`src/rtl/msi_pkg.sv`:
```
package msi_pkg;
  typedef enum logic {
    SCAN_IDLE = 1'b0,
    SCAN_RUN  = 1'b1
  } scan_st_e;
endpackage

```
`src/rtl/msi_msg_fmt.sv`:
```
module msi_msg_fmt #(
  parameter int unsigned VW = 5
) (
  input  logic          addr64_i,
  input  logic [31:0]   addr_lo_i,
  input  logic [31:0]   addr_hi_i,
  input  logic [15:0]   data_i,
  input  logic [VW-1:0] low_mask_i,
  input  logic [VW-1:0] vec_i,
  output logic [63:0]   addr_o,
  output logic [31:0]   data_o
);
  always_comb begin
    addr_o = addr64_i ? {addr_hi_i, addr_lo_i} : {32'h0, addr_lo_i};
    data_o = {16'h0, data_i};
    // vector number replaces the low log2(count) bits
    data_o[VW-1:0] = (data_i[VW-1:0] & ~low_mask_i) | (vec_i & low_mask_i);
  end
endmodule

```
`src/rtl/msi_pend_scan.sv`:
```
module msi_pend_scan
  import msi_pkg::*;
#(
  parameter int unsigned NV = 32,
  parameter int unsigned VW = 5
) (
  input  logic          clk_i,
  input  logic          rst_ni,
  input  logic          mask_cap_i,
  input  logic          set_i,
  input  logic [VW-1:0] set_vec_i,
  input  logic          start_i,
  input  logic [NV-1:0] keep_i,
  input  logic [NV-1:0] mask_i,
  input  logic [VW-1:0] last_vec_i,
  input  logic          slot_free_i,
  output logic [NV-1:0] pending_o,
  output logic          busy_o,
  output logic          hit_o,
  output logic [VW-1:0] hit_vec_o
);
  scan_st_e      st_q;
  logic [VW-1:0] idx_q;
  logic [NV-1:0] pend_q;

  assign busy_o    = (st_q == SCAN_RUN);
  assign hit_vec_o = idx_q;
  assign hit_o     = busy_o && slot_free_i && pend_q[idx_q] && !mask_i[idx_q];
  assign pending_o = pend_q;

  always_ff @(posedge clk_i or negedge rst_ni) begin
    if (!rst_ni) begin
      st_q   <= SCAN_IDLE;
      idx_q  <= '0;
      pend_q <= '0;
    end else if (!mask_cap_i) begin
      st_q   <= SCAN_IDLE;
      idx_q  <= '0;
      pend_q <= '0;
    end else if (start_i) begin
      pend_q <= pend_q & keep_i;
      st_q   <= SCAN_RUN;
      idx_q  <= '0;
    end else begin
      if (set_i) pend_q[set_vec_i] <= 1'b1;
      if (busy_o && slot_free_i) begin
        if (hit_o) pend_q[idx_q] <= 1'b0;
        if (idx_q == last_vec_i) st_q <= SCAN_IDLE;
        else idx_q <= idx_q + 1'b1;
      end
    end
  end

  p_pend_set_r1: assert property (@(posedge clk_i) disable iff (!rst_ni)
    set_i && mask_cap_i && !start_i |=> pend_q[$past(set_vec_i)]);

  p_trim_r6: assert property (@(posedge clk_i) disable iff (!rst_ni)
    start_i && mask_cap_i |=> (pend_q & ~$past(keep_i)) == '0);

  p_nocap_empty_r8: assert property (@(posedge clk_i) disable iff (!rst_ni)
    !mask_cap_i |=> (pend_q == '0) && !busy_o);
endmodule

```
`src/rtl/msi_dispatch.sv`:
```
module msi_dispatch #(
  parameter int unsigned MAX_LOG2 = 5,
  localparam int unsigned NV = 1 << MAX_LOG2,
  localparam int unsigned VW = MAX_LOG2,
  localparam int unsigned LW = $clog2(MAX_LOG2 + 1)
) (
  input  logic          clk_i,
  input  logic          rst_ni,
  input  logic          cfg_en_i,
  input  logic          cfg_addr64_i,
  input  logic          cfg_mask_cap_i,
  input  logic [LW-1:0] cfg_vec_log2_i,
  input  logic [31:0]   cfg_addr_lo_i,
  input  logic [31:0]   cfg_addr_hi_i,
  input  logic [15:0]   cfg_data_i,
  input  logic [NV-1:0] cfg_mask_i,
  input  logic          cfg_wr_i,
  input  logic          req_valid_i,
  input  logic [VW-1:0] req_vec_i,
  output logic          req_ready_o,
  output logic          req_err_o,
  output logic          msg_valid_o,
  input  logic          msg_ready_i,
  output logic [63:0]   msg_addr_o,
  output logic [31:0]   msg_data_o,
  output logic [NV-1:0] pending_o,
  input  logic          intx_req_i,
  output logic          intx_o
);
  logic [LW-1:0] log2_eff;
  logic [VW:0]   low_mask_full;
  logic [VW-1:0] low_mask;
  logic [NV:0]   keep_full;
  logic [NV-1:0] keep;
  logic          in_range, masked, accept, launch_req, set_pend, start_scan;
  logic          scan_busy, scan_hit;
  logic [VW-1:0] scan_vec, fmt_vec;
  logic [63:0]   fmt_addr;
  logic [31:0]   fmt_data;
  logic          msg_valid_q, err_q;
  logic [63:0]   msg_addr_q;
  logic [31:0]   msg_data_q;

  assign log2_eff      = (cfg_vec_log2_i > LW'(MAX_LOG2)) ? LW'(MAX_LOG2) : cfg_vec_log2_i;
  assign low_mask_full = ({{VW{1'b0}}, 1'b1} << log2_eff) - 1'b1;
  assign low_mask      = low_mask_full[VW-1:0];
  assign keep_full     = ({{NV{1'b0}}, 1'b1} << (1 << log2_eff)) - 1'b1;
  assign keep          = keep_full[NV-1:0];

  assign in_range    = (req_vec_i & ~low_mask) == '0;
  assign masked      = cfg_mask_cap_i && cfg_mask_i[req_vec_i];
  assign req_ready_o = !scan_busy && !msg_valid_q && !cfg_wr_i;
  assign accept      = req_valid_i && req_ready_o;
  assign launch_req  = accept && cfg_en_i && in_range && !masked;
  assign set_pend    = accept && cfg_en_i && in_range && masked;
  assign start_scan  = cfg_wr_i && cfg_en_i && cfg_mask_cap_i;
  assign fmt_vec     = scan_hit ? scan_vec : req_vec_i;

  msi_pend_scan #(.NV(NV), .VW(VW)) u_pend (
    .clk_i      (clk_i),
    .rst_ni     (rst_ni),
    .mask_cap_i (cfg_mask_cap_i),
    .set_i      (set_pend),
    .set_vec_i  (req_vec_i),
    .start_i    (start_scan),
    .keep_i     (keep),
    .mask_i     (cfg_mask_i),
    .last_vec_i (low_mask),
    .slot_free_i(!msg_valid_q),
    .pending_o  (pending_o),
    .busy_o     (scan_busy),
    .hit_o      (scan_hit),
    .hit_vec_o  (scan_vec)
  );

  msi_msg_fmt #(.VW(VW)) u_fmt (
    .addr64_i  (cfg_addr64_i),
    .addr_lo_i (cfg_addr_lo_i),
    .addr_hi_i (cfg_addr_hi_i),
    .data_i    (cfg_data_i),
    .low_mask_i(low_mask),
    .vec_i     (fmt_vec),
    .addr_o    (fmt_addr),
    .data_o    (fmt_data)
  );

  always_ff @(posedge clk_i or negedge rst_ni) begin
    if (!rst_ni) begin
      msg_valid_q <= 1'b0;
      msg_addr_q  <= '0;
      msg_data_q  <= '0;
      err_q       <= 1'b0;
    end else begin
      err_q <= accept && cfg_en_i && !in_range;
      if (launch_req || scan_hit) begin
        msg_valid_q <= 1'b1;
        msg_addr_q  <= fmt_addr;
        msg_data_q  <= fmt_data;
      end else if (msg_ready_i) begin
        msg_valid_q <= 1'b0;
      end
    end
  end

  assign msg_valid_o = msg_valid_q;
  assign msg_addr_o  = msg_addr_q;
  assign msg_data_o  = msg_data_q;
  assign req_err_o   = err_q;
  assign intx_o      = intx_req_i && !cfg_en_i;

  p_msg_hold_r4: assert property (@(posedge clk_i) disable iff (!rst_ni)
    msg_valid_o && !msg_ready_i |=> msg_valid_o && $stable(msg_addr_o) && $stable(msg_data_o));

  p_scan_stall_r9: assert property (@(posedge clk_i) disable iff (!rst_ni)
    scan_busy |-> !req_ready_o);

  p_err_no_msg_r5: assert property (@(posedge clk_i) disable iff (!rst_ni)
    req_err_o |-> !msg_valid_o);
endmodule

```
`config.mk`:
```
export PLATFORM = sky130hd
export DESIGN_NAME = msi_dispatch
export DESIGN_NICKNAME = d
export VERILOG_FILES = /design/src/rtl/msi_pkg.sv /design/src/rtl/msi_msg_fmt.sv /design/src/rtl/msi_pend_scan.sv /design/src/rtl/msi_dispatch.sv
export SDC_FILE = /design/constraint.sdc
export NUM_CORES = 1
export LEC_CHECK = 0
export BUFFER_PORTS_ARGS = -buffer_cell sky130_fd_sc_hd__buf_2
export CORE_ASPECT_RATIO = 0.75
export CORE_MARGIN = 2
export CORE_UTILIZATION = 58
export DETAILED_ROUTE_END_ITERATION = 10
export PLACE_DENSITY = 0.94
export SETUP_SLACK_MARGIN = 0.15
export SLEW_MARGIN = 25
export SYNTH_ARGS = -nofsm -noshare
export SYNTH_HDL_FRONTEND = slang
export SYNTH_HIERARCHICAL = 1
export SYNTH_SLANG_ARGS = --single-unit
export TNS_END_PERCENT = 5
```
`constraint.sdc`:
```
create_clock -name clk_i -period 6.1 [get_ports clk_i]
set_input_delay 1.22 -clock clk_i [delete_from_list [all_inputs] [get_ports clk_i]]
set_output_delay 1.22 -clock clk_i [all_outputs]
set_load 0.005 [all_outputs]
```
==> results.yml, run 1 <==
route:
  routed_wl_mm: 27.7
  wl_per_cell_um: 20.2
  drt_iter0_markers: 1513
  detail_route.first_pass.iterations: 6
  num_vias: 8635
  routed_via_density: 6.31
  drc: 0
  final_antenna_net_count: 0
die:
  die-height_um: 114
  die_width_um: 150
  pin_count: 261
  die-area_sq_um: 17100
  initial_utilization_pct: 58.7
  design.core.area_sq_um: 15900
  floorplan.rows: 40
synthesis:
  post_synthesis_cell_count: 996
  async_flop_share_pct: 100
  post_synth_most_frequent_cells: "164 x sky130_fd_sc_hd__o21ai_0, 136 x sky130_fd_sc_hd__dfrtp_1, 111 x sky130_fd_sc_hd__inv_1, 67 x sky130_fd_sc_hd__buf_4, 66 x sky130_fd_sc_hd__o32ai_1"
  post-synth-top-count-cell: "sky130_fd_sc_hd__o21ai_0"
  synthesis.area_sq_um: 9310
  synth_ff_type: "sky130_fd_sc_hd__dfrtp_1"
  yosys.area.top_type: "sky130_fd_sc_hd__dfrtp_1"
  synth_top_area_share_pct: 36.6
  synth-warning-count: 6
  number_of_register_bits_inferred_by_synthesis: 136
  syn_avg_cell_area_sq_um: 9.35
  synth_area_leaders: "sky130_fd_sc_hd__dfrtp_1 37%, sky130_fd_sc_hd__o21ai_0 8.8%, sky130_fd_sc_hd__o32ai_1 6.2%, sky130_fd_sc_hd__buf_4 5.4%, sky130_fd_sc_hd__o32ai_2 5.2%"
  synth_edf_count: 0
  synth-seq-area-share_pct: 36.6
  ys_types: 63
cts:
  clock_tree_from_tritoncts: "built"
  buffers_inserted_during_post_cts_setup_optimization: 0
  ctsHtreeMaxLevel: 4
  worst_skew_pair.late_latency_ps: 440
  clock-root-buffer: "sky130_fd_sc_hd__clkbuf_16"
  clock_path_buffers: 2
  holdBufCountCts: 0
  post_cts.resized_instances: 0
  cts_buffers: 17
  cts.reportedPaths.clkPinSlew_ps: 60
  clock_sinks: 136
critical_path:
  crit_path_frequent_cell: "sky130_fd_sc_hd__nand2_1"
  crit_path_max_incr_delay_ps: 640
  worstSetupEndpointType: "flip-flop"
  worstReg2RegStart: "u_pend/hit_vec_o[1]"
  startpoint_of_the_worst_setup_timing_path: "cfg_vec_log2_i[0]"
  cp-start-kind: "input pin"
  timing.setup.critical_path_class: "in -> reg"
  cell_by_cell_listing_of_the_critical_path: "buf_2 -> nor3_1 -> inv_1 -> ha_1 -> a221o_1 -> a2111oi_4 -> nor4b_1 -> nor3b_1 -> nand2_1 -> o21ai_0 -> nand2_1 -> a31oi_1"
  arrival_ps: 5030
  worstPathMaxFanout: 20
  timing.critical_path.required_ps: 6440
  critical_path.slowest_cell: "sky130_fd_sc_hd__nor3_1"
flow_run:
  maxCapViolCount: 0
global_routing:
  grtUsageMet2_pct: 47.5
  grtUsageMet1_pct: 42.8
  grt_max_degree: 110
  antenna_found_initial: 4
  global_route.overflow_total: 0
  grt_pass1_wl_mm: 42.1
  global_routing_usage_summed_across_all_routing_layers_pct: 31.5
  first_global_vias: 7878
  gr-max-usage-layer: "met2"
  use_met3_pct: 9.56
worst_hold_path:
  timing.hold.worst.class: "reg -> reg"
  hold_path_startpoint: "msg_data_o[0]"
sta:
  achievable-frequency_ghz: 0.213
  worst_slew_margin_rel_pct: 29.8
  tns_ps: 0
  final-setup-viol-count: 0
  timing.final.max_slew_violations: 0
  timing_worst_slew_pin_value_ps: 1050
  finClkSkew_ps: 16.8
  min_period_over_period_pct: 76.9
  timing.final.hold_violations: 0
  finalWorstPathRequiredPeriod_ps: 4690
  grt_setup_unrepaired: "false"
layout:
  layout.area.seq_sq_um: 3400
  drive_above_1_share_pct: 34.5
  multiInputGateArea_sq_um: 4570
  post_layout_nonfiller_instances: 1369
  final_util_pct: 67.3
  final.fill_count: 1205
  area.growth.synth_to_final_pct: 14.6
  finalNetCount: 1278
pwr:
  power_density_nw_per_um2: 319
  vdd.ir_drop.worst_mv: 0.212
  power.leakage_nw: 4.70
outcome:
  run_status: "finished, final reports clean"
place:
  gp_congestion: 0.994
  port_buffers: 260
  placed_cells_incl_taps: 1334
  hpwlAfterDp_mm: 18.3
[cell type report]
cell class	instances	area share (%)
multi-input cells	606	42.9
flip-flops and latches	136	31.9
repair buffers	271	13.4
clock buffers	17	3.99
inverters	111	3.90
well taps	210	2.46
clock inverters	15	1.42
diodes	3	0.0704
[where the power goes]
| group | total [mW] | internal (mW) | switching, mW |
|---|---|---|---|
| Clock | 1.01 | 0.547 | 0.468 |
| Combinational | 1.03 | 0.531 | 0.503 |
| Sequential | 1.36 | 1.20 | 0.165 |
| Total | 3.41 | 2.27 | 1.14 |
[worst max-delay path, delay by kind of cell]
kind	cells	cell delay, ps
buffers and inverters	2	430
and+or+nand+nor	5	1890
adders and majority gates	1	350
AOI/OAI and AO/OA	4	1140
[layer usage]
layer	vias up	wire length, um
met5	-	13
met4	2	950
met3	100	3110
met2	587	12500
met1	4086	11100
li1	3860	-
[flip-flops by register name, summed over array words and instances, names as in the netlist]
| signal | count |
|---|---|
| u_pend/hit_vec_o | 5 |
| req_err_o | 1 |
| msg_addr_o | 64 |
| u_pend/busy_o | 1 |
| u_pend/pending_o | 32 |
| msg_valid_o | 1 |
| msg_data_o | 32 |
[cells in the final DEF (no fill, tap or decap), types with 3 or more instances in the layout]
cell / count
sky130_fd_sc_hd__nand3_1: 5
sky130_fd_sc_hd__diode_2: 3
sky130_fd_sc_hd__dfrtp_1: 135
sky130_fd_sc_hd__a41oi_1: 5
sky130_fd_sc_hd__nor3b_1: 4
sky130_fd_sc_hd__o21ai_0: 164
sky130_fd_sc_hd__o21a_1: 18
sky130_fd_sc_hd__o22ai_1: 5
sky130_fd_sc_hd__nor2_1: 15
sky130_fd_sc_hd__ha_1: 6
sky130_fd_sc_hd__inv_8: 7
sky130_fd_sc_hd__and2_2: 32
sky130_fd_sc_hd__mux2_2: 12
sky130_fd_sc_hd__xnor2_1: 9
sky130_fd_sc_hd__nand3b_1: 7
sky130_fd_sc_hd__a31oi_1: 24
sky130_fd_sc_hd__mux4_2: 8
sky130_fd_sc_hd__buf_12: 3
sky130_fd_sc_hd__a311oi_1: 32
sky130_fd_sc_hd__clkbuf_16: 17
sky130_fd_sc_hd__conb_1: 19
sky130_fd_sc_hd__nand2_1: 44
sky130_fd_sc_hd__or3b_1: 3
sky130_fd_sc_hd__nor3_1: 6
sky130_fd_sc_hd__buf_2: 259
sky130_fd_sc_hd__nand2b_1: 3
sky130_fd_sc_hd__or3_1: 3
sky130_fd_sc_hd__inv_1: 111
sky130_fd_sc_hd__and3_1: 3
sky130_fd_sc_hd__buf_4: 8
sky130_fd_sc_hd__inv_6: 4
sky130_fd_sc_hd__mux2i_1: 36
sky130_fd_sc_hd__o32ai_1: 66
sky130_fd_sc_hd__nor2b_1: 6
sky130_fd_sc_hd__o32ai_2: 30
sky130_fd_sc_hd__a41oi_2: 3
[cells by family after synthesis]
kind of cell,after synthesis,synth area share [%]
flops,136,36.6
compound gates,372,30.3
other cells,2,0.0807
xor+xnor,11,1.04
simple gates,140,8.60
mux,58,7.54
fa+ha+maj,6,0.807
buf+inv,271,15.1
[final timing paths]
check | endpoint | slack, ps | cells after the start
worst max-delay path | u_pend/pending_o[1] | 1410 | 12
worst min-delay path | msg_data_o[0] | 540 | 2
worst max register to register | msg_data_o[1] | 1670 | 10
worst min register to register | msg_data_o[0] | 540 | 2
max in group asynchronous | msg_addr_o[16] | 4080 | 2
min in group asynchronous | u_pend/pending_o[20] | 810 | 1
[per-stage QoR]
stage | instance area [sq um] | power (mW) | setup slack, ps | hold WS [ps]
after CTS | 10700 | 3.42 | 1480 | 539
final | 10700 | 3.41 | 1410 | 538
after detailed placement | 10100 | 2.40 | 1030 | 529
after global routing | 10700 | 3.60 | 1230 | 557
after global placement | 10100 | 2.34 | 1130 | 526
after floorplan | 9370 | 1.94 | 1610 | 528
No activity file was read; power rests on OpenSTA's default activity.
==> run 2: changes to the inputs <==
--- a/config.mk
+++ b/config.mk
@@ -8,9 +8,9 @@
 export BUFFER_PORTS_ARGS = -buffer_cell sky130_fd_sc_hd__buf_2
 export CORE_ASPECT_RATIO = 0.75
 export CORE_MARGIN = 2
-export CORE_UTILIZATION = 58
+export CORE_UTILIZATION = 49
 export DETAILED_ROUTE_END_ITERATION = 10
-export PLACE_DENSITY = 0.94
+export PLACE_DENSITY = 0.86
 export SETUP_SLACK_MARGIN = 0.15
 export SLEW_MARGIN = 25
 export SYNTH_ARGS = -nofsm -noshare
==> constraint.sdc (replaced) <==
create_clock -name clk_i -period 3.85 [get_ports clk_i]
set_input_delay 0.77 -clock clk_i [delete_from_list [all_inputs] [get_ports clk_i]]
set_output_delay 0.77 -clock clk_i [all_outputs]
set_load 0.005 [all_outputs]
==> results.yml, run 2 (same netlist as run 1, synthesis figures left out) <==
route:
  wl_per_cell_um: 20.3
  drt_iter0_markers: 1303
  final_antenna_net_count: 0
  routed_wl_mm: 29.0
  routed_via_density: 6.13
  detail_route.first_pass.iterations: 5
  drc: 0
  num_vias: 8762
critical_path:
  arrival_ps: 3760
  worstSetupEndpointType: "flip-flop"
  worstPathMaxFanout: 89
  startpoint_of_the_worst_setup_timing_path: "u_pend/hit_vec_o[1]"
  worstReg2RegStart: "u_pend/hit_vec_o[1]"
  timing.critical_path.required_ps: 4110
  timing.setup.critical_path_class: "reg -> reg"
  cp-start-kind: "flip-flop"
global_routing:
  gr-max-usage-layer: "met2"
  grtUsageMet1_pct: 37.0
  antenna_found_initial: 8
  use_met3_pct: 10.2
  grt_pass1_wl_mm: 44.0
  first_global_vias: 8111
  global_routing_usage_summed_across_all_routing_layers_pct: 27.8
  grt_max_degree: 97
  grtUsageMet2_pct: 42.2
  global_route.overflow_total: 0
sta:
  timing_worst_slew_pin_value_ps: 878
  finalWorstPathRequiredPeriod_ps: 3490
  min_period_over_period_pct: 90.8
  timing.final.max_slew_violations: 0
  grt_setup_unrepaired: "false"
  tns_ps: 0
  postLayoutSetupSlackWorst_ps: 356
  achievable-frequency_ghz: 0.286
  final-setup-viol-count: 0
  timing.final.hold_violations: 0
  worst_slew_margin_rel_pct: 41.5
  hold_slack_ps: 233
  finClkSkew_ps: 12.1
layout:
  area.growth.synth_to_final_pct: 18.1
  finalNetCount: 1300
  post_layout_nonfiller_instances: 1430
  mostFrequentLayoutCell: "sky130_fd_sc_hd__buf_2"
  most-common-layout-cells: "259 x sky130_fd_sc_hd__buf_2, 164 x sky130_fd_sc_hd__o21ai_0, 135 x sky130_fd_sc_hd__dfrtp_1"
  largest_reg_flops: 64
  drive_above_1_share_pct: 35.9
place:
  placement.setup.worst_slack_ps: 130
  placed_cells_incl_taps: 1393
  gp_congestion: 1.02
  port_buffers: 260
  hpwlAfterDp_mm: 19.6
cts:
  cts_buffers: 17
  clock_path_buffers: 2
  cts.reportedPaths.clkPinSlew_ps: 60
  clock-root-buffer: "sky130_fd_sc_hd__clkbuf_16"
  clock_sinks: 136
  holdBufCountCts: 0
  clock_tree_from_tritoncts: "built"
  ctsHtreeMaxLevel: 4
  post_cts.resized_instances: 0
  worst_skew_pair.late_latency_ps: 420
  buffers_inserted_during_post_cts_setup_optimization: 0
die:
  die-area_sq_um: 20100
  initial_utilization_pct: 50.1
  die_width_um: 163
  pin_count: 261
  design.core.area_sq_um: 18600
  floorplan.rows: 43
  die-height_um: 123
pwr:
  power.leakage_nw: 4.84
  vdd.ir_drop.worst_mv: 0.334
  power_density_nw_per_um2: 503
  power_mw: 5.53
outcome:
  run_status: "finished, final reports clean"
worst_hold_path:
  timing.hold.worst.class: "in -> async"
flow_run:
  maxCapViolCount: 0
-- run 2: changes by cell type in the layout (fill, tap and decap cells not counted), sizes merged --
cell / change
buf: +22
inv: -4
bufinv: +3
diode: +2
clkbuf: +1
clkinv: -1
clkinvlp: +1
-- run 2: critical path, stage by stage (launching register included) --
cell                      delay, ps
sky130_fd_sc_hd__dfrtp_2        940
sky130_fd_sc_hd__mux2i_1        400
sky130_fd_sc_hd__o22ai_1        130
sky130_fd_sc_hd__nor3_1         440
sky130_fd_sc_hd__o22ai_4        140
sky130_fd_sc_hd__and3_4         250
sky130_fd_sc_hd__nor4_4         380
sky130_fd_sc_hd__buf_12         410
sky130_fd_sc_hd__o32ai_1        190
-- run 2: layout make-up --
type | instances | area, sq um
clock inverters | 14 | 186
fillers | 1590 | 7570
flip-flops and latches | 136 | 3400
multi-input cells | 606 | 4590
inverters | 111 | 417
repair buffers | 293 | 1640
diodes | 5 | 12.5
clock buffers | 18 | 429
well taps | 247 | 309
-- run 2: path summary, 6_finish.rpt --
path,to,slack (ps),cells past startpoint
min in group clk_i,msg_data_o[6],540,2
max in group asynchronous,u_pend/pending_o[2],2790,2
hold reg to reg,msg_data_o[6],540,2
setup / recovery,msg_addr_o[7],360,8
hold / removal,msg_addr_o[56],230,1
setup reg to reg,msg_addr_o[7],360,8
-- run 2: through the flow --
stage | area (sq um) | utilization [%]
2_1_floorplan | 9390 | -
4_1_cts | 11000 | 59.2
3_3_place_gp | 10400 | 55.8
5_1_grt | 11000 | 59.2
3_5_place_dp | 10400 | 55.8
6_report | 11000 | 59.2
-- run 2: power breakdown --
group | switching (mW) | total (mW) | internal, mW | leakage, nW
logic | 0.801 | 1.66 | 0.855 | 2.82
clock network | 0.689 | 1.73 | 1.04 | 0.295
registers | 0.249 | 2.14 | 1.89 | 1.72
-- run 2: metal layers --
layer | vias to the layer above | wire, um
li1 | 3907 | -
met1 | 4174 | 11600
met2 | 574 | 13200
met3 | 101 | 3290
met4 | 6 | 799
met5 | - | 41
==> run 3: changes to the inputs <==
--- a/config.mk
+++ b/config.mk
@@ -6,11 +6,11 @@
 export NUM_CORES = 1
 export LEC_CHECK = 0
 export BUFFER_PORTS_ARGS = -buffer_cell sky130_fd_sc_hd__buf_2
-export CORE_ASPECT_RATIO = 0.75
-export CORE_MARGIN = 2
-export CORE_UTILIZATION = 49
+export CELL_PAD_IN_SITES_DETAIL_PLACEMENT = 1
+export CELL_PAD_IN_SITES_GLOBAL_PLACEMENT = 2
+export CORE_UTILIZATION = 29
 export DETAILED_ROUTE_END_ITERATION = 10
-export PLACE_DENSITY = 0.86
+export PLACE_DENSITY = 0.85
 export SETUP_SLACK_MARGIN = 0.15
 export SLEW_MARGIN = 25
 export SYNTH_ARGS = -nofsm -noshare
==> results.yml, run 3 (same netlist as run 1, synthesis figures left out) <==
outcome:
  run_status: "finished, final reports clean"
pwr:
  power_density_nw_per_um2: 497
  vdd.ir_drop.worst_mv: 0.310
  power_mw: 5.56
  power.leakage_nw: 4.86
critical_path:
  crit_path_max_incr_delay_ps: 720
  cp_top_family: "simple AND/OR/NAND/NOR gates"
  arrival_ps: 3710
  worstReg2RegStart: "u_pend/hit_vec_o[4]"
  timing.critical_path.required_ps: 4130
  worstPathMaxFanout: 28
  cp-start-kind: "flip-flop"
  cell_by_cell_listing_of_the_critical_path: "nand3b_1 -> o22ai_1 -> nor3_1 -> o22ai_4 -> and3_4 -> nor4_4 -> buf_12 -> o32ai_2"
  critical_path.slowest_cell: "sky130_fd_sc_hd__dfrtp_1"
  worstSetupEndpointType: "flip-flop"
  timing.reg2reg.worst_path_depth: 8
  timing.setup.critical_path_class: "reg -> reg"
  reg2reg_slack_ps: 410
  critical_path.reg2reg.endpoint: "msg_addr_o[50]"
  worst_path_bufs_invs: 1
sta:
  timing.final.hold_violations: 0
  achievable-frequency_ghz: 0.291
  finalWorstPathRequiredPeriod_ps: 3440
  tns_ps: 0
  timing_worst_slew_pin_value_ps: 931
  worst_slew_margin_rel_pct: 37.9
  min_period_over_period_pct: 89.2
  finClkSkew_ps: 18.2
  timing.final.max_slew_violations: 0
  grt_setup_unrepaired: "false"
  final-setup-viol-count: 0
route:
  drc: 0
  final_antenna_net_count: 0
  drt_iter0_markers: 529
  wl_per_cell_um: 21.5
  detail_route.first_pass.iterations: 5
  num_vias: 8477
  routed_wl_mm: 34.0
  routed_via_density: 5.36
layout:
  drive_above_1_share_pct: 36.2
  area.growth.synth_to_final_pct: 20.2
  post_route_cell_area_sq_um: 11200
  finalNetCount: 1303
  largest_reg_flops: 64
  mostFrequentLayoutCell: "sky130_fd_sc_hd__buf_2"
  num_antenna_cells: 0
  most-common-layout-cells: "259 x sky130_fd_sc_hd__buf_2, 164 x sky130_fd_sc_hd__o21ai_0, 135 x sky130_fd_sc_hd__dfrtp_1"
worst_hold_path:
  timing.hold.worst.class: "in -> async"
die:
  design.core.area_sq_um: 31600
  die_width_um: 181
  floorplan.rows: 65
  pin_count: 261
  die-area_sq_um: 32800
  initial_utilization_pct: 29.5
  die-height_um: 181
cts:
  clock_tree_from_tritoncts: "built"
  cts.reportedPaths.clkPinSlew_ps: 70
  cts_buffers: 17
  clock_path_buffers: 2
  ctsHtreeMaxLevel: 4
  clock-root-buffer: "sky130_fd_sc_hd__clkbuf_16"
  buffers_inserted_during_post_cts_setup_optimization: 0
  holdBufCountCts: 0
  clock_sinks: 136
  worst_skew_pair.late_latency_ps: 430
  post_cts.resized_instances: 0
place:
  hpwlAfterDp_mm: 22.9
  gp_congestion: 0.853
  port_buffers: 260
  placement.cell_area_sq_um: 10600
flow_run:
  maxCapViolCount: 0
global_routing:
  global_routing_usage_summed_across_all_routing_layers_pct: 20.5
  antenna_found_initial: 1
  grt_max_degree: 136
  first_global_vias: 8726
  grt_pass1_wl_mm: 52.4
  global_route.overflow_total: 0
## run 3: cell types whose count changed in the layout (fill, tap and decap cells not counted), sizes merged
cell | before | now
clkinv | 2 | 4
bufinv | 3 | 1
buf | 293 | 296
clkinvlp | 2 | 1
inv | 118 | 119
diode | 5 | 0
## run 3: worst max path at each step
| stage | startpoint | end | slack, ps | depth (start not counted) |
|---|---|---|---|---|
| 2_1_floorplan | cfg_vec_log2_i[0] | u_pend/pending_o[8] | 200 | 12 |
| 3_3_place_gp | cfg_vec_log2_i[0] | u_pend/pending_o[29] | 220 | 12 |
| 3_5_place_dp | cfg_vec_log2_i[0] | u_pend/pending_o[13] | 100 | 12 |
| 4_1_cts | u_pend/hit_vec_o[4] | msg_addr_o[23] | 430 | 8 |
| 5_1_grt | cfg_vec_log2_i[0] | u_pend/pending_o[13] | 200 | 12 |
| 6_report | u_pend/hit_vec_o[4] | msg_addr_o[50] | 410 | 8 |
## run 3: per-layer routing
metal,global-route usage (%),wire length [um],vias to the layer above
met5,0,0,-
met4,7.46,847,0
met3,4.19,1890,53
met2,32.8,16200,280
met1,27.4,15100,4244
li1,-,-,3900
## run 3: area by class of cell
cell class	instances	area (sq um)
clock buffers	18	439
clock inverters	14	158
fillers	3666	20400
inverters	111	417
multi-input cells	606	4590
flip-flops and latches	136	3400
well taps	402	503
repair buffers	296	1680
## run 3: stage by stage
stage / util, % / hold WS [ps] / std cells / setup slack, ps
after detailed placement: 33.6 / 534 / 1551 / 95.1
after global placement: 33.6 / 525 / 1551 / 216
after CTS: 35.5 / 483 / 1583 / 427
after floorplan: - / 474 / 1013 / 203
after global routing: 35.5 / 494 / 1583 / 202
final: 35.5 / 410 / 1583 / 414
## run 3: report_power, final
part,internal [mW],switching [mW],total [mW]
Sequential,1.89,0.244,2.14
Combinational,0.865,0.855,1.72
Clock,0.940,0.760,1.70
